[src/rtl/osd_bgwin_pkg.sv]
package osd_bgwin_pkg;
  parameter int ROW_W     = 4;
  parameter int COL_W     = 5;
  parameter int RGB_W     = 3;
  parameter int NUM_WIN   = 3;
  parameter int BYTES_PW  = 3;
  parameter int BYTE_W    = 8;
  parameter int ADDR_W    = 4;
  localparam int NUM_BYTES = NUM_WIN * BYTES_PW;
  localparam int SEL_W     = (NUM_WIN > 1) ? $clog2(NUM_WIN) : 1;

  typedef struct packed {
    logic [ROW_W-1:0] row_lo;
    logic [ROW_W-1:0] row_hi;
    logic [COL_W-1:0] col_lo;
    logic [COL_W-1:0] col_hi;
    logic             en;
    logic             cs;
    logic [RGB_W-1:0] rgb;
  } win_cfg_t;
endpackage

[src/rtl/osd_bgwin_regs.sv]
module osd_bgwin_regs
  import osd_bgwin_pkg::*;
(
  input  logic              clk,
  input  logic              rst,
  input  logic              wr_en,
  input  logic [ADDR_W-1:0] wr_addr,
  input  logic [BYTE_W-1:0] wr_data,
  output win_cfg_t          cfg [NUM_WIN],
  output logic              hpol,
  output logic              vpol
);
  logic [BYTE_W-1:0] cfg_byte [NUM_BYTES];
  logic              addr_ok;

  assign addr_ok = (int'(wr_addr) < NUM_BYTES);

  always_ff @(posedge clk) begin
    if (rst) begin
      for (int i = 0; i < NUM_BYTES; i++) cfg_byte[i] <= '0;
    end else if (wr_en && addr_ok) begin
      cfg_byte[wr_addr] <= wr_data;
    end
  end

  for (genvar w = 0; w < NUM_WIN; w++) begin : g_dec
    localparam int B0 = w * BYTES_PW;
    assign cfg[w].row_lo = cfg_byte[B0][ROW_W-1:0];
    assign cfg[w].row_hi = cfg_byte[B0][BYTE_W-1:BYTE_W-ROW_W];
    assign cfg[w].col_lo = cfg_byte[B0+1][BYTE_W-1:BYTE_W-COL_W];
    assign cfg[w].en     = cfg_byte[B0+1][2];
    assign cfg[w].cs     = cfg_byte[B0+1][1];
    assign cfg[w].col_hi = cfg_byte[B0+2][BYTE_W-1:BYTE_W-COL_W];
    assign cfg[w].rgb    = cfg_byte[B0+2][RGB_W-1:0];
  end

  assign hpol = cfg_byte[1][0];
  assign vpol = cfg_byte[BYTES_PW+1][0];

  logic [BYTE_W*NUM_BYTES-1:0] flat_cfg;
  always_comb
    for (int i = 0; i < NUM_BYTES; i++) flat_cfg[i*BYTE_W +: BYTE_W] = cfg_byte[i];

  p_oob_write_ignored_r9: assert property (@(posedge clk) disable iff (rst)
    (wr_en && !addr_ok) |=> $stable(flat_cfg));

  p_reset_clears_r1: assert property (@(posedge clk)
    $past(rst) |-> (flat_cfg == '0));
endmodule

[src/rtl/osd_bgwin_match.sv]
module osd_bgwin_match
  import osd_bgwin_pkg::*;
(
  input  logic             clk,
  input  logic             rst,
  input  win_cfg_t         cfg,
  input  logic [ROW_W-1:0] row_idx,
  input  logic [COL_W-1:0] col_idx,
  output logic             hit
);
  logic in_rows, in_cols;

  assign in_rows = (row_idx >= cfg.row_lo) && (row_idx <= cfg.row_hi);
  assign in_cols = (col_idx >= cfg.col_lo) && (col_idx <= cfg.col_hi);
  assign hit     = cfg.en && in_rows && in_cols;

  p_inverted_range_r5: assert property (@(posedge clk) disable iff (rst)
    ((cfg.row_lo > cfg.row_hi) || (cfg.col_lo > cfg.col_hi)) |-> !hit);

  p_disabled_no_hit_r4: assert property (@(posedge clk) disable iff (rst)
    !cfg.en |-> !hit);
endmodule

[src/rtl/osd_bgwin_sync.sv]
module osd_bgwin_sync (
  input  logic clk,
  input  logic rst,
  input  logic pol,
  input  logic sync_in,
  output logic sync_out
);
  always_ff @(posedge clk) begin
    if (rst) sync_out <= 1'b0;
    else     sync_out <= sync_in ^ ~pol;
  end

  p_neg_pol_inverts_r10: assert property (@(posedge clk) disable iff (rst)
    (!$past(rst) && !$past(pol)) |-> (sync_out != $past(sync_in)));

  p_pos_pol_passes_r10: assert property (@(posedge clk) disable iff (rst)
    (!$past(rst) && $past(pol)) |-> (sync_out == $past(sync_in)));
endmodule

[src/rtl/osd_bgwin.sv]
module osd_bgwin
  import osd_bgwin_pkg::*;
(
  input  logic              clk,
  input  logic              rst,
  input  logic              wr_en,
  input  logic [ADDR_W-1:0] wr_addr,
  input  logic [BYTE_W-1:0] wr_data,
  input  logic [ROW_W-1:0]  row_idx,
  input  logic [COL_W-1:0]  col_idx,
  input  logic              hsync_in,
  input  logic              vsync_in,
  output logic              win_active,
  output logic [RGB_W-1:0]  win_rgb,
  output logic              win_cs,
  output logic              hsync_out,
  output logic              vsync_out
);
  win_cfg_t           cfg [NUM_WIN];
  logic               hpol, vpol;
  logic [NUM_WIN-1:0] hit;
  logic               any_hit;
  logic [SEL_W-1:0]   sel;

  osd_bgwin_regs u_regs (
    .clk(clk), .rst(rst), .wr_en(wr_en), .wr_addr(wr_addr), .wr_data(wr_data),
    .cfg(cfg), .hpol(hpol), .vpol(vpol)
  );

  for (genvar w = 0; w < NUM_WIN; w++) begin : g_win
    osd_bgwin_match u_match (
      .clk(clk), .rst(rst), .cfg(cfg[w]),
      .row_idx(row_idx), .col_idx(col_idx), .hit(hit[w])
    );
  end

  // Lowest index wins: scan from the weakest window up so stronger ones override.
  always_comb begin
    sel = '0;
    for (int w = NUM_WIN - 1; w >= 0; w--)
      if (hit[w]) sel = SEL_W'(w);
  end
  assign any_hit = |hit;

  always_ff @(posedge clk) begin
    if (rst) begin
      win_active <= 1'b0;
      win_rgb    <= '0;
      win_cs     <= 1'b0;
    end else begin
      win_active <= any_hit;
      win_rgb    <= any_hit ? cfg[sel].rgb : '0;
      win_cs     <= any_hit ? cfg[sel].cs  : 1'b0;
    end
  end

  osd_bgwin_sync u_hsync (
    .clk(clk), .rst(rst), .pol(hpol), .sync_in(hsync_in), .sync_out(hsync_out)
  );
  osd_bgwin_sync u_vsync (
    .clk(clk), .rst(rst), .pol(vpol), .sync_in(vsync_in), .sync_out(vsync_out)
  );

  p_top_window_wins_r6: assert property (@(posedge clk) disable iff (rst)
    (!$past(rst) && $past(hit[0])) |-> (win_active && win_rgb == $past(cfg[0].rgb)
                                        && win_cs == $past(cfg[0].cs)));

  p_active_follows_hit_r8: assert property (@(posedge clk) disable iff (rst)
    !$past(rst) |-> (win_active == $past(any_hit)));

  p_idle_outputs_zero_r7: assert property (@(posedge clk) disable iff (rst)
    !win_active |-> (win_rgb == '0 && !win_cs));
endmodule

[config.mk]
export PLATFORM = sky130hd
export DESIGN_NAME = osd_bgwin
export DESIGN_NICKNAME = d
export VERILOG_FILES = /design/src/rtl/osd_bgwin_pkg.sv /design/src/rtl/osd_bgwin_regs.sv /design/src/rtl/osd_bgwin_match.sv /design/src/rtl/osd_bgwin_sync.sv /design/src/rtl/osd_bgwin.sv
export SDC_FILE = /design/constraint.sdc
export NUM_CORES = 1
export LEC_CHECK = 0
export BUFFER_PORTS_ARGS = -buffer_cell sky130_fd_sc_hd__buf_2
export CORE_MARGIN = 3
export CORE_UTILIZATION = 45
export CTS_CLUSTER_SIZE = 24
export DETAILED_ROUTE_END_ITERATION = 12
export HOLD_SLACK_MARGIN = 0.05
export SYNTH_ARGS = -nofsm -noshare
export SYNTH_HDL_FRONTEND = slang
export SYNTH_SLANG_ARGS = --single-unit
[constraint.sdc]
create_clock -name clk -period 2.35 [get_ports clk]
set_input_delay 0.47 -clock clk [delete_from_list [all_inputs] [get_ports clk]]
set_output_delay 0.47 -clock clk [all_outputs]
set_load 0.05 [all_outputs]
==> impl_metrics.py <==
metrics = {
    "worst_hold_path": {
        "holdPathEnd": "u_hsync.sync_out$_SDFF_PP0_",
        "worst_hold_path.num_cells": 3,
        "worstHoldStart": "hsync_in",
        "hp-class": "input pin to flop",
    },
    "synth": {
        "synth_seq_area_share": 0.523,
        "synth_adder_area_share": 0.155,
        "synth_compound_area_frac": 0.0654,
        "synth-xor-area-share": 0.00403,
        "synth_top_family_by_area": "simple AND/OR/NAND/NOR gates",
        "syn_inst": 376,
        "yosys.area_share.simple": 0.200,
        "synth.mux.area_fraction": 0.00921,
        "synth-seq-cells": 78,
        "yosysWarnings": 0,
        "ys_types": 33,
        "synth_nets": 456,
        "syn_area_um2": 4350,
        "avgSynthCellArea_um2": 11.6,
    },
    "cts": {
        "cts_hold_buf": 0,
        "numCtsBuffers": 9,
        "clock_latency_ns": 0.34,
        "clkTransAtPathRegs_ns": 0.09,
        "cts_setup_buffers": 0,
        "root_buffer": "clkbuf_8",
        "ctsResizeCount": 0,
        "cts_tree": "yes",
        "clockBufferDepth": 2,
        "h-tree-depth": 3,
        "clkSinkCount": 78,
    },
    "pwr": {
        "finalPower_mw": 3.20,
        "max-vdd-ir-drop_uv": 369,
        "power_density_nw_per_um2": 640,
        "p_leak_nw": 2.20,
    },
    "setup_path": {
        "crit_buf_inv": 1,
        "end_kind": "flop",
        "max_stage_delay_ns": 0.60,
        "crit_chain": "inv_1 -> ha_1 -> o21ai_1 -> a21oi_1 -> o31a_1 -> or4_4 -> mux2i_1 -> a21oi_1",
        "reg2reg_depth": 8,
        "r2r-start": "u_regs.cfg_byte[2][5]$_SDFFCE_PN0P_",
        "cp.required_ns": 2.58,
        "r2r_slack_ns": 0.25,
        "crit_family": "simple AND/OR/NAND/NOR gates",
        "cp_common_cell": "a21oi_1",
        "r2r-end": "win_rgb[1]$_SDFF_PP0_",
        "critPathKind": "flop to flop",
        "cp_slowest_cell": "or4_4",
        "cp-start-kind": "flop",
        "path_max_fanout": 9,
        "worstPathArrival_ns": 2.33,
    },
    "status": {
        "status": "completed",
    },
    "floorplanning": {
        "die_w_um": 104,
        "dieArea_um2": 10900,
        "die_h_um": 104,
        "initial_utilization": 0.466,
        "num_io_pins": 33,
        "placeableCoreArea_um2": 9330,
        "rows": 35,
    },
    "sta": {
        "worstMarginPinSlew_ns": 0.457,
        "skew_ns": 0.00852,
        "setup_viol": 0,
        "fin_crit_ns": 2.10,
        "hold_viol_final": 0,
        "tns_ns": 0,
        "fin_crit_sh": 0.893,
        "max_slew_margin": 0.695,
        "max_freq_ghz": 0.476,
        "rsz0062_at_grt": "no",
        "drv_slew": 0,
    },
    "place": {
        "port_buffers": 32,
        "post-dp-hpwl_um": 6630,
        "place_congestion": 0.761,
    },
    "final_layout": {
        "seq_area_um2": 2270,
        "multiInputGateArea_um2": 1890,
        "nets": 511,
        "area_delta_synth_final_pct": 15.0,
        "diodes": 0,
        "drive_gt1_frac": 0.165,
        "fillers": 857,
    },
    "global_routing": {
        "grt_max_degree": 17,
        "gr-total-overflow": 0,
        "antenna_found_initial": 0,
        "grtUsageTotal": 0.165,
        "grt_pass1_wl_um": 13600,
        "grt_pass1_vias": 2684,
    },
    "detailed_routing": {
        "drt-vias-per-instance": 4.90,
        "drt-total-wl_um": 8560,
        "firstDrtPassIters": 4,
        "drc": 0,
        "post_drt_wl_per_cell_um": 15.2,
        "vias": 2771,
        "ant_nets": 0,
        "drt_iter0_drc": 117,
    },
    "flow_run": {
        "drv_cap": 0,
    },
}
==> how the worst max path moves through the flow <==
stage | from | end | slack [ns] | cells past startpoint
after floorplan | col_idx[0] | win_cs$_SDFF_PP0_ | 0.23 | 9
after global placement | col_idx[2] | win_cs$_SDFF_PP0_ | 0.05 | 8
after CTS | u_regs.cfg_byte[2][5]$_SDFFCE_PN0P_ | win_cs$_SDFF_PP0_ | 0.24 | 8
after global routing | u_regs.cfg_byte[2][5]$_SDFFCE_PN0P_ | win_cs$_SDFF_PP0_ | 0.16 | 8
after detailed placement | col_idx[0] | win_cs$_SDFF_PP0_ | -0.03 | 9
final | u_regs.cfg_byte[2][5]$_SDFFCE_PN0P_ | win_rgb[1]$_SDFF_PP0_ | 0.25 | 8
==> flip-flops by register name (all words and copies together) (netlist names) <==
name and flops:
u_hsync.sync_out 1, u_regs.cfg_byte 71, u_vsync.sync_out 1, win_active 1, win_cs 1, win_rgb 3
==> routing by layer <==
| metal | vias to the layer above | wire, µm | track usage |
|---|---|---|---|
| met4 | 0 | 86 | 0.0570 |
| met3 | 7 | 315 | 0.0217 |
| li1 | 1446 | - | - |
| met2 | 48 | 3910 | 0.269 |
| met1 | 1270 | 4260 | 0.227 |
| met5 | - | 0 | 0 |
==> worst reg2reg max path: stages, from the launching register on <==
cell,delay (ns)
edfxtp_1,0.38
inv_1,0.07
ha_1,0.23
o21ai_1,0.12
a21oi_1,0.06
o31a_1,0.24
or4_4,0.60
mux2i_1,0.21
a21oi_1,0.08
==> report_power, final <==
group,internal [mW],switching (mW),total [mW]
registers,1.59,0.0247,1.61
clock network,0.711,0.480,1.19
logic,0.156,0.239,0.396
==> layout make-up <==
cell class / instances / share of cell area
Clock buffer: 11 / 0.0263
Inverter: 46 / 0.0346
Tap cell: 129 / 0.0323
Multi-Input combinational cell: 250 / 0.377
Timing Repair Buffer: 46 / 0.0531
Sequential cell: 78 / 0.455
Clock inverter: 5 / 0.0215
==> cells in the final DEF (no fill, tap or decap) <==
master	n
a21o_1	3
o21a_1	3
nor2_1	14
nand4_1	8
ha_1	54
nand2b_1	9
nor3_2	1
buf_2	32
clkbuf_8	9
o31a_1	2
bufinv_16	3
nor2b_1	6
o21ai_0	7
nand2_1	6
clkinv_4	2
or2_2	9
inv_1	46
and2_1	71
o211ai_1	5
nor3b_1	1
mux2i_1	4
or3_1	1
a2111o_1	2
o22ai_1	1
edfxtp_1	71
nor3_1	2
xor2_1	2
clkbuf_1	2
o21ai_1	2
nand3_1	4
a31oi_1	4
or4_4	2
dfxtp_1	7
a21oi_1	17
buf_4	14
nor4_1	6
and4_1	4
==> through the flow <==
stage | util | hold WS [ns] | setup slack, ns | instance area [µm²] | cells
after floorplan | - | 0.472 | 0.227 | 4350 | 376
after global placement | 0.510 | 0.500 | 0.0458 | 4760 | 549
after CTS | 0.536 | 0.372 | 0.236 | 5000 | 565
after global routing | 0.536 | 0.411 | 0.155 | 5000 | 565
final | 0.536 | 0.382 | 0.251 | 5000 | 565
after detailed placement | 0.510 | 0.488 | -0.0308 | 4760 | 549
==> synthesized netlist by cell type (all sizes together) <==
master | n | share of area
and2 | 71 | 0.10
edfxtp | 71 | 0.49
ha | 54 | 0.16
inv | 46 | 0.040
a21oi | 17 | 0.020
nor2 | 14 | 0.012
nand2b | 9 | 0.013
o21ai | 9 | 0.010
or2 | 9 | 0.013
nand4 | 8 | 0.012
dfxtp | 7 | 0.032
nand2 | 6 | 0.0052
nor2b | 6 | 0.0086
nor4 | 6 | 0.0086
o211ai | 5 | 0.0086
a31oi | 4 | 0.0058
and4 | 4 | 0.0081
mux2i | 4 | 0.0092
nand3 | 4 | 0.0046
a21o | 3 | 0.0052
nor3 | 3 | 0.0046
o21a | 3 | 0.0052
a2111o | 2 | 0.0052
o31a | 2 | 0.0040
or4 | 2 | 0.0052
xor2 | 2 | 0.0040
buf | 1 | 0.0026
clkbuf | 1 | 0.00086
nor3b | 1 | 0.0017
o22ai | 1 | 0.0014
or3 | 1 | 0.0014
==> cell families (layout without fill, tap and decap cells) <==
family | count (synthesis) | after routing
and+or+nand+nor | 144 | 144
DFF | 78 | 78
adders and majority gates | 54 | 54
buffers and inverters | 48 | 108
AOI/OAI and AO/OA | 46 | 46
muxes | 4 | 4
xor gates and xnor gates | 2 | 2
Power figures use the tool's default switching activity.
